## src/rtl/pad_stby_pkg.sv

```systemverilog
package pad_stby_pkg;

   localparam int CODE_W = 4;

   typedef enum logic [CODE_W-1:0] {
      STBY_HOLD_RXON   = 4'd0,
      STBY_D0_R0       = 4'd1,
      STBY_D0_R1       = 4'd2,
      STBY_D1_R0       = 4'd3,
      STBY_D1_R1       = 4'd4,
      STBY_D0_RXON     = 4'd5,
      STBY_D1_RXON     = 4'd6,
      STBY_HIZ_R0      = 4'd7,
      STBY_HIZ_R1      = 4'd8,
      STBY_TXOFF_RXON  = 4'd9,
      STBY_IGNORE      = 4'd15
   } stby_code_e;

   // Decoded action for one pad
   typedef struct packed {
      logic tx_take;    // transmitter owned by the override
      logic tx_hold;    // drive the captured level
      logic tx_on;      // output buffer enabled
      logic tx_level;   // constant drive level
      logic rx_take;    // receive path forced
      logic rx_level;   // forced receive level
   } stby_act_t;

endpackage

```

## src/rtl/pad_stby_decode.sv

```systemverilog
module pad_stby_decode
   import pad_stby_pkg::*;
(
   input  logic [CODE_W-1:0] code,
   output stby_act_t         act
);

   always_comb begin
      act = '0;
      case (code)
         STBY_HOLD_RXON: begin
            act.tx_take = 1'b1;
            act.tx_hold = 1'b1;
            act.tx_on   = 1'b1;
         end
         STBY_D0_R0, STBY_D0_R1, STBY_D1_R0, STBY_D1_R1: begin
            act.tx_take  = 1'b1;
            act.tx_on    = 1'b1;
            act.tx_level = (code == STBY_D1_R0) || (code == STBY_D1_R1);
            act.rx_take  = 1'b1;
            act.rx_level = (code == STBY_D0_R1) || (code == STBY_D1_R1);
         end
         STBY_D0_RXON, STBY_D1_RXON: begin
            act.tx_take  = 1'b1;
            act.tx_on    = 1'b1;
            act.tx_level = (code == STBY_D1_RXON);
         end
         STBY_HIZ_R0, STBY_HIZ_R1: begin
            act.tx_take  = 1'b1;
            act.rx_take  = 1'b1;
            act.rx_level = (code == STBY_HIZ_R1);
         end
         STBY_TXOFF_RXON: begin
            act.tx_take = 1'b1;
         end
         default: act = '0;   // undefined codes and ignore
      endcase
   end

endmodule

```

## src/rtl/pad_stby_slice.sv

```systemverilog
module pad_stby_slice
   import pad_stby_pkg::*;
(
   input  logic              clk,
   input  logic              rst_n,
   input  logic              entry,     // standby entry edge
   input  logic              ovr_on,    // override in force
   input  logic [CODE_W-1:0] code,
   input  logic              tx_val,
   input  logic              tx_en,
   input  logic              pad_in,
   output logic              pad_out,
   output logic              pad_oe,
   output logic              rx_val
);

   stby_act_t act;
   logic      held_q;

   pad_stby_decode u_dec (
      .code (code),
      .act  (act)
   );

   always_ff @(posedge clk or negedge rst_n) begin
      if (!rst_n)     held_q <= 1'b0;
      else if (entry) held_q <= tx_val;
   end

   always_comb begin
      if (ovr_on && act.tx_take) begin
         pad_oe  = act.tx_on;
         pad_out = act.tx_on & (act.tx_hold ? held_q : act.tx_level);
      end else begin
         pad_oe  = tx_en;
         pad_out = tx_val;
      end
      rx_val = (ovr_on && act.rx_take) ? act.rx_level : pad_in;
   end

endmodule

```

## src/rtl/pad_stby_override.sv

```systemverilog
module pad_stby_override
   import pad_stby_pkg::*;
#(
   parameter int NUM_PADS = 4
) (
   input  logic                       clk,
   input  logic                       rst_n,
   input  logic                       stby_req,
   input  logic [NUM_PADS-1:0]        tx_val,
   input  logic [NUM_PADS-1:0]        tx_en,
   input  logic [NUM_PADS-1:0]        pad_in,
   input  logic [NUM_PADS*CODE_W-1:0] stby_code,
   output logic [NUM_PADS-1:0]        pad_out,
   output logic [NUM_PADS-1:0]        pad_oe,
   output logic [NUM_PADS-1:0]        rx_val
);

   localparam int CODE_BITS = NUM_PADS * CODE_W;

   if (NUM_PADS < 1) begin : g_bad_pads
      $error("pad_stby_override: NUM_PADS must be at least 1");
   end
   if (CODE_BITS != $bits(stby_code)) begin : g_bad_code
      $error("pad_stby_override: code bus width mismatch");
   end

   logic req_q;
   logic entry;

   always_ff @(posedge clk or negedge rst_n) begin
      if (!rst_n) req_q <= 1'b0;
      else        req_q <= stby_req;
   end

   assign entry = stby_req & ~req_q;

   for (genvar p = 0; p < NUM_PADS; p++) begin : g_pad
      pad_stby_slice u_slice (
         .clk     (clk),
         .rst_n   (rst_n),
         .entry   (entry),
         .ovr_on  (req_q),
         .code    (stby_code[p*CODE_W +: CODE_W]),
         .tx_val  (tx_val[p]),
         .tx_en   (tx_en[p]),
         .pad_in  (pad_in[p]),
         .pad_out (pad_out[p]),
         .pad_oe  (pad_oe[p]),
         .rx_val  (rx_val[p])
      );
   end

endmodule

```

## config.mk

```make
export PLATFORM = sky130hd
export DESIGN_NAME = pad_stby_override
export DESIGN_NICKNAME = d
export VERILOG_FILES = /design/src/rtl/pad_stby_pkg.sv /design/src/rtl/pad_stby_decode.sv /design/src/rtl/pad_stby_slice.sv /design/src/rtl/pad_stby_override.sv
export SDC_FILE = /design/constraint.sdc
export NUM_CORES = 1
export LEC_CHECK = 0
export BUFFER_PORTS_ARGS = -buffer_cell sky130_fd_sc_hd__clkbuf_2
export CORE_UTILIZATION = 39
export DETAILED_ROUTE_END_ITERATION = 16
export PLACE_DENSITY = 0.8
export SYNTH_ARGS = -nofsm -noshare
export SYNTH_HDL_FRONTEND = slang
export SYNTH_SLANG_ARGS = --single-unit
export TNS_END_PERCENT = 100
```

## constraint.sdc

```tcl
create_clock -name clk -period 1.4 [get_ports clk]
set_input_delay 0.28 -clock clk [delete_from_list [all_inputs] [get_ports clk]]
set_output_delay 0.28 -clock clk [all_outputs]
set_load 0.01 [all_outputs]
```

---- Word level (Yosys, flattened, before mapping) ----
Index checks and enable logic that the tools add are counted.
operators by class
  muxes and demuxes ....................... 36
  eq/ne operators ......................... 36
  bitwise gates (word level) .............. 6
  reduce and logical (&&, ||, !) cells .... 40
operators with widths
  kind                                                                    number
  4-bit by 3-bit equality test with 1-bit output (second input constant)  16
  10-bit OR reduction                                                     4
  4-bit by 2-bit equality test with 1-bit output (second input constant)  8
  4-bit equality test (second input constant)                             8
  1-bit 2-to-1 mux                                                        28
  7-bit OR reduction                                                      4
  4-bit by 1-bit equality test with 1-bit output (second input constant)  4
  4-bit zero test                                                         4
  2-bit one-hot mux with 2 select lines                                   4
  2-bit OR reduction                                                      8
  4-bit OR reduction                                                      4
  1-bit logical AND                                                       8
  1-bit logical OR                                                        8
  1-bit one-hot mux with 2 select lines                                   4
  1-bit bitwise AND                                                       5
  1-bit inverter                                                          1
storage, ports and cells
  flip-flop bits (word level) ............. 5
  output and inout bits ................... 12
  logic and storage cells ................. 123

---- Logic depth before layout (Yosys ltp) ----
Gate-level depths: netlist of the first run.
  depth after elaboration ................. 6
  mapped depth ............................ 5
  gate-level depth less buffers ........... 3

---- Cells and area by module ----
A second synthesis of the first run with hierarchy kept.
second synthesis, totals
  cell total of the unflattened synthesis .. 110
  area, all modules ....................... 934.6 µm²
modules (own cells, without submodules)
  module             times used  sequential area each (µm²)  area each (µm²)  cells an instance
  pad_stby_decode    4           0.0                         131.4            18
  pad_stby_slice     4           25.0                        92.6             9
  pad_stby_override  1           25.0                        38.8             2

---- Worst setup path after synthesis of the first run ----
No wires, ideal clock.
  kind .................................... reg2out
  start ................................... reg req_q
  end ..................................... out pad_out[0]
  arrival time ............................ 1.085 ns
  data required time ...................... 1.120 ns
  stages on the path, launching flop included .. 6
  path slack .............................. 0.035 ns
  path buffers ............................ 2
  cell sequence ........................... dfrtp_1 > buf_4 > nand2b_1 > nor2_1 > a221o_1 > buf_4
on the way
  longest elaborated chain between the ends .. 2
ends and longest elaborated chain
  element                 RTL line                 text
  start, declared         pad_stby_override.sv:27  logic req_q;
  start signal, assigned  pad_stby_override.sv:32  else req_q <= stby_req;
  1-bit logical AND       pad_stby_slice.sv:31     if (ovr_on && act.tx_take) begin
  1-bit 2-to-1 mux        pad_stby_slice.sv:31
  end, declared           pad_stby_override.sv:13  output logic [NUM_PADS-1:0] pad_out,
Every way passes these cells.

---- Worst setup path after layout of the first run ----
  start ................................... reg req_q
  end ..................................... out rx_val[2]
on the way
  longest elaborated chain between the ends .. 2
ends and longest elaborated chain
  element            RTL line                 text
  1-bit logical AND  pad_stby_slice.sv:38     rx_val = (ovr_on && act.rx_take) ? act.rx_level : pad_in;
  1-bit 2-to-1 mux   pad_stby_slice.sv:38
  end, declared      pad_stby_override.sv:15  output logic [NUM_PADS-1:0] rx_val
Every way passes these cells.

==> summary.txt, run 1 <==
First-pass GRT wire length: 2.87 mm
Most used DFF post-synth: dfrtp_1
Initial antenna violation count: 0
DRT iter0 DRCs: 13
Seq/Total Area, Yosys: 0.162
Number of vias per cell: 5.24
Post-synth EDFFs: 0
DP Area: 920 um2
Maxcap violations: 0
Num CTS Buffers: 3
Final Max Slew Viols: 0
DR pass1 iterations: 5
ANT nets after route: 0
Leakage power: 0.540 nW
Detailed Route WL: 2.02 mm
Least-Margin Pin Slew: 0.258 ns
Status: finished, violations left
# DRC: 0
Violated checks: setup timing
Max_slew headroom: 0.826
Total Routing Usage GR: 0.184
Htree depth: 1
Initial Util: 0.433
Synth unique cells: 39
CTS tree: done
Flops & latches, synth: 5
Final Skew: 0.00254 ns
Area growth, synth to finish: 40.7%
Ant. Diodes: 0
PwrDens: 593 nW/um2
VDD IR max: 0.000543 V
Setup-failing EPs final: 12
CP Launch Point: req_q
WHS Path Cells: 1
Post-Syn Area: 772 um2
Core area: 1780 um2
Rows: 15
Worst R2R End: g_pad[3].u_slice.held_q
Syn nets: 133
Final Worst Setup Slack: -0.288 ns
Die Ht: 46.5 um
Fin crit period: 1.69 ns
Total power: 644 uW
Synthesized instance count: 102
CTS root buffer: clkbuf_4
Most frequent cells in the layout: 34 x clkbuf_2, 8 x o21ai_0, 8 x inv_1, 8 x buf_2, 5 x buf_6
Final hold vios: 0
TritonCTS Sinks: 5
Io pins: 43
Design area: 1090 um2
Clk pin slew, worst setup/hold paths: 0.04 ns
CP Data Required Time: 1.12 ns
Cell depth of the worst flop-to-flop path: 4
PortBufs: 42
Worst Hold Path EP: req_q
Yosys Warn Count: 0
Clk_lat worst skew: 0.24 ns
Critical path type: reg2out
Most common cell after layout, fill and taps aside: clkbuf_2
DPL Wire Length: 1.43 mm
CP max FO: 7
Slowest stage cell, crit path: dfrtp_2
Nets@finish: 173
Crit end category: primary output
Fraction of registers with async set or reset after synthesis: 1.00
RSZ-0062 raised after global routing: yes
Hold slack final: 0.173 ns
Share of cells above drive strength 1: 0.539
GPL Wtd Cong: 0.741
Deepest clock path buffer count: 2
Via count: 870
Avg Cell Area, Syn: 7.57 um2
DR WL/cell: 12.1 um
Global route overflow: 0
Largest net degree at the start of global routing: 9
CP peak stage delay: 0.44 ns
Fmax: 0.593 GHz
Worst min path class: in2reg
Tcrit/Tclk final: 1.21
R2R Path Start: req_q
Cell Chain, Critical Path: and2b_2 -> and2_4 -> o22ai_2 -> buf_2
DIE WIDTH: 46.5 um
Vias in the first global route: 746
R2R Setup Slk: 0.03 ns
Hold_sp: stby_req
Die ar.: 2160 um2
Startpoint Class: register
WP data arrival: 1.41 ns
timing repair:
item | 4_1_cts | 5_1_grt
buffers inserted | 5 | 2
endpoints found under the setup margin | 16 | 12
hold buffers | 1 | 0
pin swaps | 6 | 4
gates resized for setup | 16 | 20
endpoints found under the hold margin | 5 | 0
metal layers:
| metal | up-vias | track usage | part of all wire |
|---|---|---|---|
| met3 | 0 | 0.0353 | 0.053 |
| met5 | - | 0 | 0 |
| li1 | 447 | - | - |
| met4 | 0 | 0.0529 | 0 |
| met2 | 25 | 0.344 | 0.53 |
| met1 | 398 | 0.206 | 0.42 |
flip-flops by register name, summed over array words and instances (netlist names):
name / count
req_q: 1
g_pad.u_slice.held_q: 4
cell type report:
type	count	area [um2]
clock buffers	4	26.3
fillers	166	697
inverters	10	37.5
multi-input cells	70	558
flip-flops and latches	5	126
well taps	25	31.3
repair buffers	52	307
worst max path at each step:
| stage | to | slack, ns | cells after the start |
|---|---|---|---|
| finish | rx_val[2] | -0.29 | 4 |
| global placement | pad_out[0] | -0.06 | 4 |
| global route | rx_val[2] | -0.33 | 4 |
| CTS | rx_val[2] | -0.26 | 4 |
| detailed placement | rx_val[1] | -0.14 | 4 |
| floorplan | pad_out[0] | 0.04 | 5 |
per-stage QoR:
stage          TNS (ns)  setup WS (ns)  instances   util
6_report          -2.32         -0.288        166  0.609
3_3_place_gp     -0.281        -0.0615        156  0.516
4_1_cts           -2.15         -0.255        165  0.580
5_1_grt           -3.10         -0.327        166  0.609
2_1_floorplan         0         0.0354        102      -
3_5_place_dp     -0.577         -0.140        156  0.516
worst max-delay path, delay by kind of cell, from the launching register on:
kind,cells,cell delay [ns]
AO/OA/AOI/OAI,1,0.17
buffers and inverters,1,0.15
flip-flops,1,0.44
AND/OR/NAND/NOR,2,0.40
where the power goes:
part / internal [mW] / leakage, nW / switching, mW
logic: 0.156 / 0.468 / 0.148
clock network: 0.108 / 0.0150 / 0.0580
registers: 0.164 / 0.0576 / 0.0108
cells in the mapped netlist, types with 4 or more instances:
| cell | number | area share |
|---|---|---|
| buf_4 | 13 | 0.13 |
| o21ai_0 | 9 | 0.058 |
| inv_1 | 8 | 0.039 |
| dfrtp_1 | 5 | 0.16 |
| nand2_1 | 5 | 0.024 |
| mux2_2 | 4 | 0.058 |
| nor2_1 | 4 | 0.019 |
kinds of logic after synthesis:
kind of cell	synth area share
simple gates	0.209
xor+xnor	0.0454
compound gates	0.316
mux	0.0583
flops	0.162
buf+inv	0.209
Power figures use the tool's default switching activity.
==> run 2: changes to the inputs <==
- ABC_CLOCK_PERIOD_IN_PS: default -> 2100
- CORE_UTILIZATION: 39 -> 47
- PLACE_DENSITY: 0.8 -> 0.89
- clock period: 1.4 -> 2.1 ns (I/O delays scaled with it)
==> summary.txt, run 2 (synthesized netlist as in run 1, its figures left out) <==
Maxcap violations: 0 (unchanged)
Tcrit/Tclk final: 0.907
CP Data Required Time: 1.68 ns (was 1.12 ns)
Largest net degree at the start of global routing: 20 (was 9)
ANT nets after route: 0 (unchanged)
Biggest regs: g_pad.u_slice.held_q: 4 flops, req_q: 1 flops (unchanged)
PwrDens: 431 nW/um2 (was 593 nW/um2)
Cell Chain, Critical Path: and2b_1 -> and2_1 -> o22ai_1 -> clkbuf_2 (was and2b_2 -> and2_4 -> o22ai_2 -> buf_2)
Clock power share: 0.289 (was 0.257)
Hold slack final: 0.298 ns (was 0.173 ns)
Detailed Route WL: 1.59 mm (was 2.02 mm)
CP max FO: 19 (was 7)
Final Core Density: 0.601 (was 0.609)
Via count: 832 (was 870)
GPL Wtd Cong: 0.760 (was 0.741)
Sw Share: 0.336 (about the same)
Fin crit period: 1.91 ns
Most common cell after layout, fill and taps aside: clkbuf_2 (unchanged)
DR WL/cell: 10.8 um (was 12.1 um)
Critical path type: reg2out (unchanged)
Worst Hold Path EP: req_q (unchanged)
Final TNS setup: 0 ns (was -2.32 ns)
Max_slew headroom: 0.787 (was 0.826)
Clk pin slew, worst setup/hold paths: 0.04 ns (about the same)
Filler instances: 145 (was 166)
DR pass1 iterations: 3 (was 5)
Nets@finish: 164 (was 173)
Comb power frac: 0.407 (was 0.472)
Io pins: 43 (unchanged)
Initial Util: 0.507 (was 0.433)
Initial antenna violation count: 0 (unchanged)
Final Skew: 0.00860 ns (was 0.00254 ns)
Routed met2 length: 782 um (was 1.06 mm)
Area growth, synth to finish: 18.6% (was 40.7%)
Final hold vios: 0 (unchanged)
Postcts setup bufs: 0 (was 5)
Num CTS Buffers: 3 (unchanged)
DIE WIDTH: 42.5 um (was 46.5 um)
Share of cells above drive strength 1: 0.409 (was 0.539)
Die ar.: 1810 um2 (was 2160 um2)
PortBufs: 42 (unchanged)
Global route overflow: 0 (unchanged)
Fmax: 0.525 GHz
Hold_sp: stby_req (unchanged)
Die Ht: 42.5 um (was 46.5 um)
DRT iter0 DRCs: 15 (was 13)
Final Max Slew Viols: 0 (unchanged)
Most flops, register: g_pad.u_slice.held_q (unchanged)
Htree depth: 1 (unchanged)
Core area: 1520 um2 (was 1780 um2)
Number of flip-flops in the largest register: 4 (unchanged)
Placed Instances: 143 (was 156)
Slowest stage cell, crit path: dfrtp_2 (unchanged)
Number of vias per cell: 5.62 (was 5.24)
# DRC: 0 (unchanged)
WP data arrival: 1.49 ns (was 1.41 ns)
TritonCTS Sinks: 5 (unchanged)
Wire length on met3: 73 um (was 107 um)
CTS root buffer: clkbuf_4 (unchanged)
First-pass GRT wire length: 2.80 mm (was 2.87 mm)
Rows: 14 (was 15)
CP Launch Point: req_q (unchanged)
VDD IR max: 0.000385 V (was 0.000543 V)
Final non-filler cell total: 148 (was 166)
Crit end category: primary output (unchanged)
Int Pwr: 262 uW (was 428 uW)
Worst R2R End: g_pad[0].u_slice.held_q (was g_pad[3].u_slice.held_q)
Worst min path class: in2reg (unchanged)
DPL Wire Length: 1.24 mm (was 1.43 mm)
Leakage power: 0.463 nW (was 0.540 nW)
Setup-failing EPs final: 0 (was 12)
Most frequent cells in the layout: 42 x clkbuf_2, 9 x o21ai_0, 8 x inv_1 (was 34 x clkbuf_2, 8 x o21ai_0, 8 x inv_1, 8 x buf_2, 5 x buf_6)
CP peak stage delay: 0.52 ns (was 0.44 ns)
Max layer used: met4 (was met3)
Vias in the first global route: 726 (was 746)
Total Routing Usage GR: 0.202 (was 0.184)
Startpoint Class: register (unchanged)
R2R Path Start: req_q (unchanged)
Least-Margin Pin Slew: 0.320 ns (was 0.258 ns)
Post-route met1 wirelength: 709 um (was 845 um)
RSZ-0062 raised after global routing: no (was yes)
Clk_lat worst skew: 0.25 ns (was 0.24 ns)
Seq pwr share: 0.304 (was 0.271)
Psw: 132 uW (was 216 uW)
CTS tree: done (unchanged)
R2R Setup Slk: 0.84 ns (was 0.03 ns)
WHS Path Cells: 1 (unchanged)
Cell depth of the worst flop-to-flop path: 2 (was 4)
Ant. Diodes: 0 (unchanged)
Status: finished, final reports clean (was finished, violations left)
Deepest clock path buffer count: 2 (unchanged)
## run 2: cell types whose count changed in the layout (fill, tap and decap cells not counted), moves of 4 or more
cell | before | now
buf_6 | 5 | 0
clkbuf_2 | 34 | 42
buf_4 | 4 | 0
buf_2 | 8 | 0
## run 2: metrics by stage
| stage | power [mW] | setup WS, ns | area [um2] |
|---|---|---|---|
| finish | 0.395 | 0.195 | 916 |
| global route | 0.428 | 0.103 | 916 |
| CTS | 0.399 | 0.0411 | 915 |
| detailed placement | 0.280 | 0.310 | 878 |
| global placement | 0.275 | 0.378 | 878 |
| floorplan | 0.240 | 0.489 | 772 |
## run 2: final cells by class
class	instances	area [um2]	share of cell area
Sequential cell	5	126	0.138
Clock buffer	4	26.3	0.0287
Timing Repair Buffer	43	220	0.240
Multi-Input combinational cell	70	485	0.530
Tap cell	16	20.0	0.0219
Inverter	10	37.5	0.0410
## run 2: how the worst max path moves through the flow
stage / endpoint / slack, ns / cells past startpoint
5_1_grt: rx_val[3] / 0.10 / 4
3_3_place_gp: rx_val[2] / 0.38 / 4
6_report: rx_val[2] / 0.19 / 4
2_1_floorplan: pad_out[3] / 0.49 / 4
3_5_place_dp: rx_val[2] / 0.31 / 4
4_1_cts: rx_val[2] / 0.04 / 4
## run 2: critical path, delay by kind of cell (launching register included)
kind	cells	cell delay [ns]
flip-flops	1	0.52
buffers and inverters	1	0.15
AND/OR/NAND/NOR	2	0.41
AO/OA/AOI/OAI	1	0.15
## run 2: repair_timing
item                       CTS  global route
hold buffers                 1             0
setup endpoints to repair    0             7
hold endpoints to repair     5             0
gates resized for setup      0             1
## run 2: power by group through the flow
stage          registers (mW)  clock network [mW]  logic, mW
5_1_grt                 0.122               0.127      0.179
4_1_cts                 0.120               0.118      0.161
2_1_floorplan           0.115                   0      0.125
3_3_place_gp            0.120                   0      0.155
6_report                0.120               0.114      0.161
3_5_place_dp            0.121                   0      0.159
## run 2: metal layers
layer	global-route usage	up-vias
li1	-	422
met2	0.345	25
met1	0.230	380
met3	0.0388	5
met5	0	-
met4	0.119	0
==> run 3: changes to the inputs <==
- ABC_CLOCK_PERIOD_IN_PS: 2100 -> 2200
- clock period: 2.1 -> 2.2 ns (I/O delays scaled with it)
==> summary.txt, run 3 (synthesized netlist as in run 1, its figures left out) <==
Status: finished, final reports clean (unchanged)
DPL Wire Length: 1.29 mm (was 1.24 mm)
Critical Path End: pad_out[0] (was rx_val[2])
DIE WIDTH: 42.5 um (unchanged)
Most frequent cells in the layout: 42 x clkbuf_2, 9 x o21ai_0, 8 x inv_1 (unchanged)
Largest net degree at the start of global routing: 20 (unchanged)
Crit end category: primary output (unchanged)
Detailed Route WL: 1.58 mm (was 1.59 mm)
Deepest clock path buffer count: 2 (unchanged)
Most flops, register: g_pad.u_slice.held_q (unchanged)
Initial antenna violation count: 0 (unchanged)
Area growth, synth to finish: 17.2% (was 18.6%)
Share of cells above drive strength 1: 0.405 (was 0.409)
Fin crit period: 2.06 ns
R2R Setup Slk: 0.85 ns (was 0.84 ns)
ANT nets after route: 0 (unchanged)
Design area: 905 um2 (was 916 um2)
CTS root buffer: clkbuf_4 (unchanged)
Io pins: 43 (unchanged)
CTS tree: done (unchanged)
Final non-filler cell total: 147 (was 148)
Post-cts sizing count: 0 (unchanged)
TritonCTS Sinks: 5 (unchanged)
# DRC: 0 (unchanged)
Register area: 125 um2 (was 126 um2)
Tcrit/Tclk final: 0.934
Num CTS Buffers: 3 (unchanged)
Core area: 1520 um2 (unchanged)
Number of vias per cell: 5.58 (was 5.62)
Final Max Slew Viols: 0 (unchanged)
Postcts setup bufs: 0 (unchanged)
PwrDens: 408 nW/um2 (was 431 nW/um2)
R2R Path Start: req_q (unchanged)
Pre-CTS setup slack: 0.401 ns (was 0.310 ns)
Max_slew headroom: 0.634 (was 0.787)
Maxcap violations: 0 (unchanged)
Final Skew: 0.00352 ns (was 0.00860 ns)
Placed Instances: 143 (unchanged)
Clk pin slew, worst setup/hold paths: 0.04 ns (about the same)
DRT iter0 DRCs: 15 (unchanged)
Post-CTS Hold Fix Bufs: 0 (was 1)
Vias in the first global route: 678 (was 726)
Final TNS setup: 0 ns (unchanged)
Area occupied by multi-input gates: 485 um2 (unchanged)
Worst min path class: in2async (was in2reg)
Least-Margin Pin Slew: 0.549 ns (was 0.320 ns)
Total Routing Usage GR: 0.179 (was 0.202)
Most common cell after layout, fill and taps aside: clkbuf_2 (unchanged)
CP max FO: 19 (unchanged)
Critical path type: reg2out (unchanged)
Rows: 14 (unchanged)
WP data arrival: 1.62 ns (was 1.49 ns)
Slowest stage cell, crit path: dfrtp_1 (was dfrtp_2)
Cell depth of the worst flop-to-flop path: 2 (unchanged)
Final Worst Setup Slack: 0.145 ns (was 0.195 ns)
DR WL/cell: 10.8 um (about the same)
Setup-failing EPs final: 0 (unchanged)
Ant. Diodes: 0 (unchanged)
Initial Util: 0.507 (unchanged)
Via count: 820 (was 832)
Leakage power: 0.460 nW (was 0.463 nW)
VDD IR max: 0.000319 V (was 0.000385 V)
Worst R2R End: g_pad[2].u_slice.held_q (was g_pad[0].u_slice.held_q)
Biggest regs: g_pad.u_slice.held_q: 4 flops, req_q: 1 flops (unchanged)
Clk_lat worst skew: 0.24 ns (was 0.25 ns)
PortBufs: 42 (unchanged)
Nets@finish: 163 (was 164)
Cell Chain, Critical Path: nand2b_1 -> nor3_1 -> a221o_1 -> clkbuf_2 (was and2b_1 -> and2_1 -> o22ai_1 -> clkbuf_2)
RSZ-0062 raised after global routing: no (unchanged)
GPL Wtd Cong: 0.762 (was 0.760)
Startpoint Class: register (unchanged)
First-pass GRT wire length: 2.59 mm (was 2.80 mm)
Global route overflow: 0 (unchanged)
Number of flip-flops in the largest register: 4 (unchanged)
Htree depth: 1 (unchanged)
CP peak stage delay: 0.68 ns (was 0.52 ns)
CP Launch Point: req_q (unchanged)
Die ar.: 1810 um2 (unchanged)
Fmax: 0.487 GHz
Filler instances: 143 (was 145)
CP Data Required Time: 1.76 ns (was 1.68 ns)
Final hold vios: 0 (unchanged)
Die Ht: 42.5 um (unchanged)
DR pass1 iterations: 4 (was 3)
Total power: 369 uW (was 395 uW)
DP Area: 878 um2 (unchanged)
-- run 3: where the power goes --
group,leakage (nW),total [mW],switching [mW],internal [mW]
registers,0.0586,0.114,0.00989,0.104
clock network,0.0150,0.103,0.0342,0.0683
logic,0.386,0.153,0.0767,0.0762
total,0.460,0.369,0.121,0.249
-- run 3: how the worst min path moves through the flow --
stage	startpoint	end
floorplan	rst_n	g_pad[0].u_slice.held_q
global placement	rst_n	g_pad[0].u_slice.held_q
detailed placement	rst_n	g_pad[2].u_slice.held_q
CTS	rst_n	g_pad[3].u_slice.held_q
global route	rst_n	g_pad[3].u_slice.held_q
finish	rst_n	g_pad[3].u_slice.held_q
-- run 3: per-layer routing --
metal,vias to the layer above,GRT usage,part of all wire
met5,-,0,0
li1,420,-,-
met4,0,0.0375,0.0044
met2,34,0.314,0.49
met1,364,0.223,0.45
met3,2,0.0388,0.051
-- run 3: worst max-delay path: cells and delay by family (launching register included) --
family | cells | cell delay (ns)
flops | 1 | 0.68
simple gates | 2 | 0.44
compound gates | 1 | 0.13
buf+inv | 1 | 0.13
-- run 3: layout make-up --
cell class | count | share of cell area
multi-input cells | 70 | 0.537
repair buffers | 42 | 0.232
flip-flops and latches | 5 | 0.138
inverters | 10 | 0.0415
clock buffers | 4 | 0.0290
well taps | 16 | 0.0221
-- run 3: metrics by stage --
step	hold slack (ns)	utilization
final	0.00902	0.594
after detailed placement	0.262	0.576
after CTS	0.00524	0.594
after global placement	0.257	0.576
after floorplan	0.144	-
after global routing	0.00918	0.594
